File: config.mk
export PLATFORM = sky130hd
export DESIGN_NAME = pwm_tick_tree
export DESIGN_NICKNAME = d
export VERILOG_FILES = /design/src/rtl/pwm_tick_pkg.sv /design/src/rtl/pwm_prescaler.sv /design/src/rtl/pwm_ext_edge.sv /design/src/rtl/pwm_chan_sel.sv /design/src/rtl/pwm_tick_tree.sv
export SDC_FILE = /design/constraint.sdc
export NUM_CORES = 1
export LEC_CHECK = 0
export BUFFER_PORTS_ARGS = -buffer_cell sky130_fd_sc_hd__buf_4
export CORE_UTILIZATION = 58
export DETAILED_ROUTE_END_ITERATION = 6
export PLACE_DENSITY = 0.83
export RECOVER_POWER = 50
export SYNTH_ARGS = -nofsm -noshare
export SYNTH_HDL_FRONTEND = slang
export SYNTH_SLANG_ARGS = --single-unit
File: constraint.sdc
create_clock -name clk -period 2.3 [get_ports clk]
set_clock_uncertainty 0.1 [all_clocks]
set_input_delay 0.23 -clock clk [delete_from_list [all_inputs] [get_ports clk]]
set_output_delay 0.23 -clock clk [all_outputs]
set_load 0.05 [all_outputs]
File: src/rtl/pwm_tick_pkg.sv
package pwm_tick_pkg;

    // Width of one per-channel selector field
    localparam int SEL_W     = 4;
    // Number of divide codes (2,4,8,16) below the source codes
    localparam int DIV_CODES = 4;
    // Width of the free-running per-channel divide counter
    localparam int DIV_CNT_W = DIV_CODES;

    typedef enum logic [1:0] {
        SRC_DIV  = 2'd0,   // divided prescaled tick
        SRC_PASS = 2'd1,   // prescaled tick passed straight through
        SRC_EXT  = 2'd2    // synchronised external tick
    } tick_src_e;

    typedef struct packed {
        tick_src_e  src;
        logic [1:0] div_log;   // log2(ratio) - 1 when src == SRC_DIV
    } chan_mode_t;

    function automatic chan_mode_t decode_sel(input logic [SEL_W-1:0] code,
                                              input logic             div1_en);
        chan_mode_t m;
        m.div_log = code[1:0];
        if (code < SEL_W'(DIV_CODES))
            m.src = SRC_DIV;
        else if (div1_en && code == SEL_W'(DIV_CODES))
            m.src = SRC_PASS;
        else
            m.src = SRC_EXT;
        return m;
    endfunction

    // Low-bit mask whose all-ones state marks the end of a divide period
    function automatic logic [DIV_CNT_W-1:0] div_mask(input logic [1:0] div_log);
        logic [DIV_CNT_W-1:0] m;
        for (int i = 0; i < DIV_CNT_W; i++)
            m[i] = (i <= int'(div_log));
        return m;
    endfunction

    // Prescaler group that serves a channel
    function automatic int group_of(input int ch, input int grp0_ch);
        return (ch < grp0_ch) ? 0 : 1;
    endfunction

endpackage

File: src/rtl/pwm_prescaler.sv
module pwm_prescaler #(
    parameter int W = 8
) (
    input  logic         clk,
    input  logic         rst,
    input  logic [W-1:0] limit_i,
    output logic         tick_o,
    output logic [W-1:0] active_o
);
    logic [W-1:0] cnt_q;
    logic [W-1:0] act_q;

    assign tick_o   = (cnt_q == act_q);
    assign active_o = act_q;

    // The programmed limit is adopted only at terminal count
    always_ff @(posedge clk) begin
        if (rst) begin
            cnt_q <= '0;
            act_q <= '0;
        end else if (tick_o) begin
            cnt_q <= '0;
            act_q <= limit_i;
        end else begin
            cnt_q <= cnt_q + 1'b1;
        end
    end
endmodule

File: src/rtl/pwm_ext_edge.sv
module pwm_ext_edge (
    input  logic clk,
    input  logic rst,
    input  logic pin_i,
    output logic rise_o
);
    logic [2:0] sh_q;   // [0],[1] synchroniser, [2] edge history

    always_ff @(posedge clk) begin
        if (rst) sh_q <= '0;
        else     sh_q <= {sh_q[1:0], pin_i};
    end

    assign rise_o = sh_q[1] & ~sh_q[2];
endmodule

File: src/rtl/pwm_chan_sel.sv
module pwm_chan_sel
    import pwm_tick_pkg::*;
#(
    parameter bit HAS_DIV1 = 1'b0
) (
    input  logic             clk,
    input  logic             rst,
    input  logic             pre_tick_i,
    input  logic             ext_tick_i,
    input  logic [SEL_W-1:0] code_i,
    output logic             tick_o
);
    logic [DIV_CNT_W-1:0] cnt_q;
    logic [DIV_CNT_W-1:0] mask;
    chan_mode_t           mode;
    logic                 div_hit;

    always_ff @(posedge clk) begin
        if (rst)             cnt_q <= '0;
        else if (pre_tick_i) cnt_q <= cnt_q + 1'b1;
    end

    always_comb begin
        mode    = decode_sel(code_i, HAS_DIV1);
        mask    = div_mask(mode.div_log);
        div_hit = pre_tick_i && ((cnt_q & mask) == mask);
        unique case (mode.src)
            SRC_DIV:  tick_o = div_hit;
            SRC_PASS: tick_o = pre_tick_i;
            default:  tick_o = ext_tick_i;
        endcase
    end
endmodule

File: src/rtl/pwm_tick_tree.sv
module pwm_tick_tree
    import pwm_tick_pkg::*;
#(
    parameter int NUM_CH   = 5,
    parameter int PRE_W    = 8,
    parameter int GRP0_CH  = 2,
    parameter bit HAS_DIV1 = 1'b0
) (
    input  logic                     clk,
    input  logic                     rst,
    input  logic                     pre_cfg_we,
    input  logic [2*PRE_W-1:0]       pre_cfg_data,
    input  logic                     sel_cfg_we,
    input  logic [NUM_CH*SEL_W-1:0]  sel_cfg_data,
    input  logic [1:0]               ext_tick_in,
    output logic [NUM_CH-1:0]        tick_out
);
    localparam int NUM_GRP    = 2;
    localparam int PRE_WORD_W = NUM_GRP * PRE_W;
    localparam int SEL_WORD_W = NUM_CH * SEL_W;

    logic [PRE_WORD_W-1:0] pre_word_q;
    logic [SEL_WORD_W-1:0] sel_word_q;
    logic [NUM_GRP-1:0]    pre_tick;
    logic [PRE_WORD_W-1:0] pre_lim;
    logic [NUM_GRP-1:0]    ext_edge;

    always_ff @(posedge clk) begin
        if (rst) begin
            pre_word_q <= '0;
            sel_word_q <= '0;
        end else begin
            if (pre_cfg_we) pre_word_q <= pre_cfg_data;
            if (sel_cfg_we) sel_word_q <= sel_cfg_data;
        end
    end

    for (genvar g = 0; g < NUM_GRP; g++) begin : g_grp
        pwm_prescaler #(.W(PRE_W)) pre_i (
            .clk      (clk),
            .rst      (rst),
            .limit_i  (pre_word_q[g*PRE_W +: PRE_W]),
            .tick_o   (pre_tick[g]),
            .active_o (pre_lim[g*PRE_W +: PRE_W])
        );
        pwm_ext_edge ext_i (
            .clk    (clk),
            .rst    (rst),
            .pin_i  (ext_tick_in[g]),
            .rise_o (ext_edge[g])
        );
    end

    for (genvar c = 0; c < NUM_CH; c++) begin : g_ch
        localparam int G = group_of(c, GRP0_CH);
        pwm_chan_sel #(.HAS_DIV1(HAS_DIV1)) sel_i (
            .clk        (clk),
            .rst        (rst),
            .pre_tick_i (pre_tick[G]),
            .ext_tick_i (ext_edge[G]),
            .code_i     (sel_word_q[c*SEL_W +: SEL_W]),
            .tick_o     (tick_out[c])
        );
    end
endmodule

==> reports/results.ini <==
[global_routing]
antenna_found_initial = 0
gr-usage-all-layers = 0.2448
grt_pass1_vias = 3257
grt_max_degree = 38
gr-total-overflow = 0
grt_first_pass_wirelength_mm = 14.08

[cells_and_area]
drive_above_1_share = 0.1743
fin_area_sq_mm = 0.004866
fillCellCount = 487
num_antenna_cells = 0
nets = 549
area_delta_synth_final_pct = 21.08
multiInputGateArea_sq_mm = 0.001944
seq_area_sq_mm = 0.001891

[sta]
holdWs_ns = 0.01265
relSlewSlack = 0.09208
max_freq_mhz = 454.0
timing.final.ws_setup_ns = 0.09735
finalSetupViolCount = 0
hold_viol = 0
tightest_slew_ns = 1.362
fin_crit_sh = 0.9577
finalMaxSlewViolations = 0
finalSetupTns_ns = 0
period_needed_ns = 2.203

[routing]
drtIter0Drc = 242
drtPass1Iterations = 6
viasPerCell = 5.771
routedWlPerCell_um = 14.27
ant_nets = 0
drc_errors = 0
vias = 3359
finalWirelength_mm = 8.304

[power]
leakage_nw = 1.982
ir_worst_vdd_mv = 0.5740
power_density_mw_per_mm2 = 1039

[clock_network]
cts.clk_slew.worst_paths_ns = 0.09
cts_buffers = 9
clk_path_buf_depth = 2
clock-root-buffer = clkbuf_8
postCtsSetupBuffers = 0
cts_tree = built
htree_levels = 3
clock-sinks = 94
clk_latency_ns = 0.36

[setup_path]
r2r_cells = 6
crit_required_ns = 1.97
slowest_stage = dfxtp_1
slowest_delay_ns = 0.40
worst-path-max-fanout = 3
critPathLaunchType = register
endpoint_kind = output port
timing.rr.end = g_grp[1].pre_i.cnt_q[2]$_SDFF_PP0_
rrSetupSlack_ns = 0.24
crit_type = reg -> out
arrival_ns = 1.87
worstPathCellList = xnor2_1 -> and4_1 -> nand2_2 -> o41ai_2 -> buf_4
rr_startpoint = g_grp[1].pre_i.cnt_q[4]$_SDFF_PP0_

[synthesis]
netlist_top_cells_count = dfxtp_1 (94), nor2_1 (43), nand3_1 (41), mux2i_1 (36)
ys_ff_latch = 94
synthMostInstantiatedCell = dfxtp_1
synth_nets = 488
synth_top_area_frac = 0.4682
yosysWarnings = 0
postSynthCellCount = 439
ys_async_sr_fraction = 0
synth_flop_cell = dfxtp_1
synth.area.top_cells = dfxtp_1 (47%), mux2i_1 (9.0%), nand3_1 (5.1%)
ys_seq_area_frac = 0.4682
synth_area_sq_mm = 0.004019
syn_area_per_cell_sq_um = 9.155
synth_cell_type_count = 32
synth_edf_count = 0
yosysTopAreaCell = dfxtp_1

[min_path]
min_path_type = in -> reg
hold_path_end = pre_word_q[1]$_SDFFE_PP0P_
min_path_cells = 3
hp-start = pre_cfg_data[1]

[floorplanning]
die_area_sq_mm = 0.007266
die_width_um = 85.24
fp.dieH_um = 85.24
rows = 29
core_sq_mm = 0.006531
start_util = 0.6153
pin_count = 47

[placement]
dp_slack_ns = 0.4203
hpwl_mm = 5.485
post_dp_cell_area_sq_mm = 0.004404
place.gp.congestion = 0.8747
portBuffers = 46

[job]
cap_violations = 0

[run_status]
status = finished clean

## where the power goes
group	switching, W	internal, W	leakage [nW]	total (W)
clock network	0.000563	0.000506	0.104	0.00107
logic	0.00126	0.000711	1.11	0.00197
registers	0.000180	0.00183	0.772	0.00201
## logic make-up after synthesis
family	after synthesis	share of synthesized area
xor+xnor	28	0.06289
fa+ha+maj	7	0.02179
simple gates	132	0.1622
compound gates	92	0.1410
buf+inv	50	0.05417
mux	36	0.08966
flops	94	0.4682
## registers in the layout (all words and copies together) (netlist names)
signal,count
g_ch.sel_i.cnt_q,20
g_grp.pre_i.active_o,16
g_grp.ext_i.sh_q,6
pre_word_q,16
g_grp.pre_i.cnt_q,16
sel_word_q,20
## worst max-delay path: cells and delay by family, from the launching register on
kind,cells,cell delay [ns]
AND/OR/NAND/NOR,2,0.37
buffers and inverters,1,0.26
AO/OA/AOI/OAI,1,0.33
flip-flops,1,0.40
XOR/XNOR,1,0.15
## worst max-delay path by stage
| stage | start | endpoint | slack [ns] | cells after the start |
|---|---|---|---|---|
| 6_report | g_grp[1].pre_i.cnt_q[4]$_SDFF_PP0_ | tick_out[4] | 0.1 | 5 |
| 3_3_place_gp | g_grp[1].pre_i.cnt_q[0]$_SDFF_PP0_ | tick_out[3] | 0.44 | 5 |
| 2_1_floorplan | g_grp[1].pre_i.cnt_q[0]$_SDFF_PP0_ | tick_out[2] | 0.45 | 6 |
| 4_1_cts | g_grp[1].pre_i.cnt_q[0]$_SDFF_PP0_ | tick_out[4] | 0.02 | 5 |
| 5_1_grt | g_grp[1].pre_i.cnt_q[4]$_SDFF_PP0_ | tick_out[2] | -0.01 | 5 |
| 3_5_place_dp | g_grp[1].pre_i.cnt_q[0]$_SDFF_PP0_ | tick_out[4] | 0.42 | 5 |
## through the flow
stage	std cells	util	power [W]
after floorplan	439	-	0.003344
after global placement	541	0.6743	0.003878
after detailed placement	541	0.6743	0.003944
after CTS	580	0.7395	0.005051
after global routing	582	0.7450	0.005387
final	582	0.7450	0.005057
## placed cells by master, fill, tap and decap left out, types with 2 or more instances in the layout
cell type and instances:
a21oi_1 31, a221o_1 5, a311oi_1 5, a31o_1 2, a31o_2 3, and3_1 4, and4_1 3, buf_4 55
clkbuf_1 4, clkbuf_8 9, clkinv_2 3, dfxtp_1 87, dfxtp_2 7, dlygate4sd3_1 25, ha_1 7, inv_1 15
inv_6 2, mux2i_1 36, nand2_1 6, nand2b_1 2, nand3_1 41, nand4_1 4, nor2_1 43, nor2b_1 6
nor3_1 14, nor3b_1 2, o21ai_0 31, o21bai_1 5, o31ai_1 5, o41ai_1 2, o41ai_2 3, or4_1 5
xnor2_1 17, xor2_1 10
## cell type report
cell class / instances / area share
Clock inverter: 7 / 0.01466
Timing Repair Buffer: 85 / 0.1404
Inverter: 15 / 0.01157
Tap cell: 77 / 0.01980
Clock buffer: 9 / 0.02546
Multi-Input combinational cell: 295 / 0.3996
Sequential cell: 94 / 0.3885
## per-layer routing
layer / global-route usage / routed length [um] / vias to the layer above
met4: 0.09091 / 137 / 0
met1: 0.3002 / 3856 / 1595
met2: 0.4091 / 3975 / 76
met5: 0 / 0 / -
li1: - / - / 1676
met3: 0.07101 / 335 / 12
## what timing repair did
action	in CTS	in global routing
setup endpoints to repair	0	5
resized for setup	0	11
hold buffers	23	2
hold endpoints to repair	23	2
(Power assumes the default switching activity.)
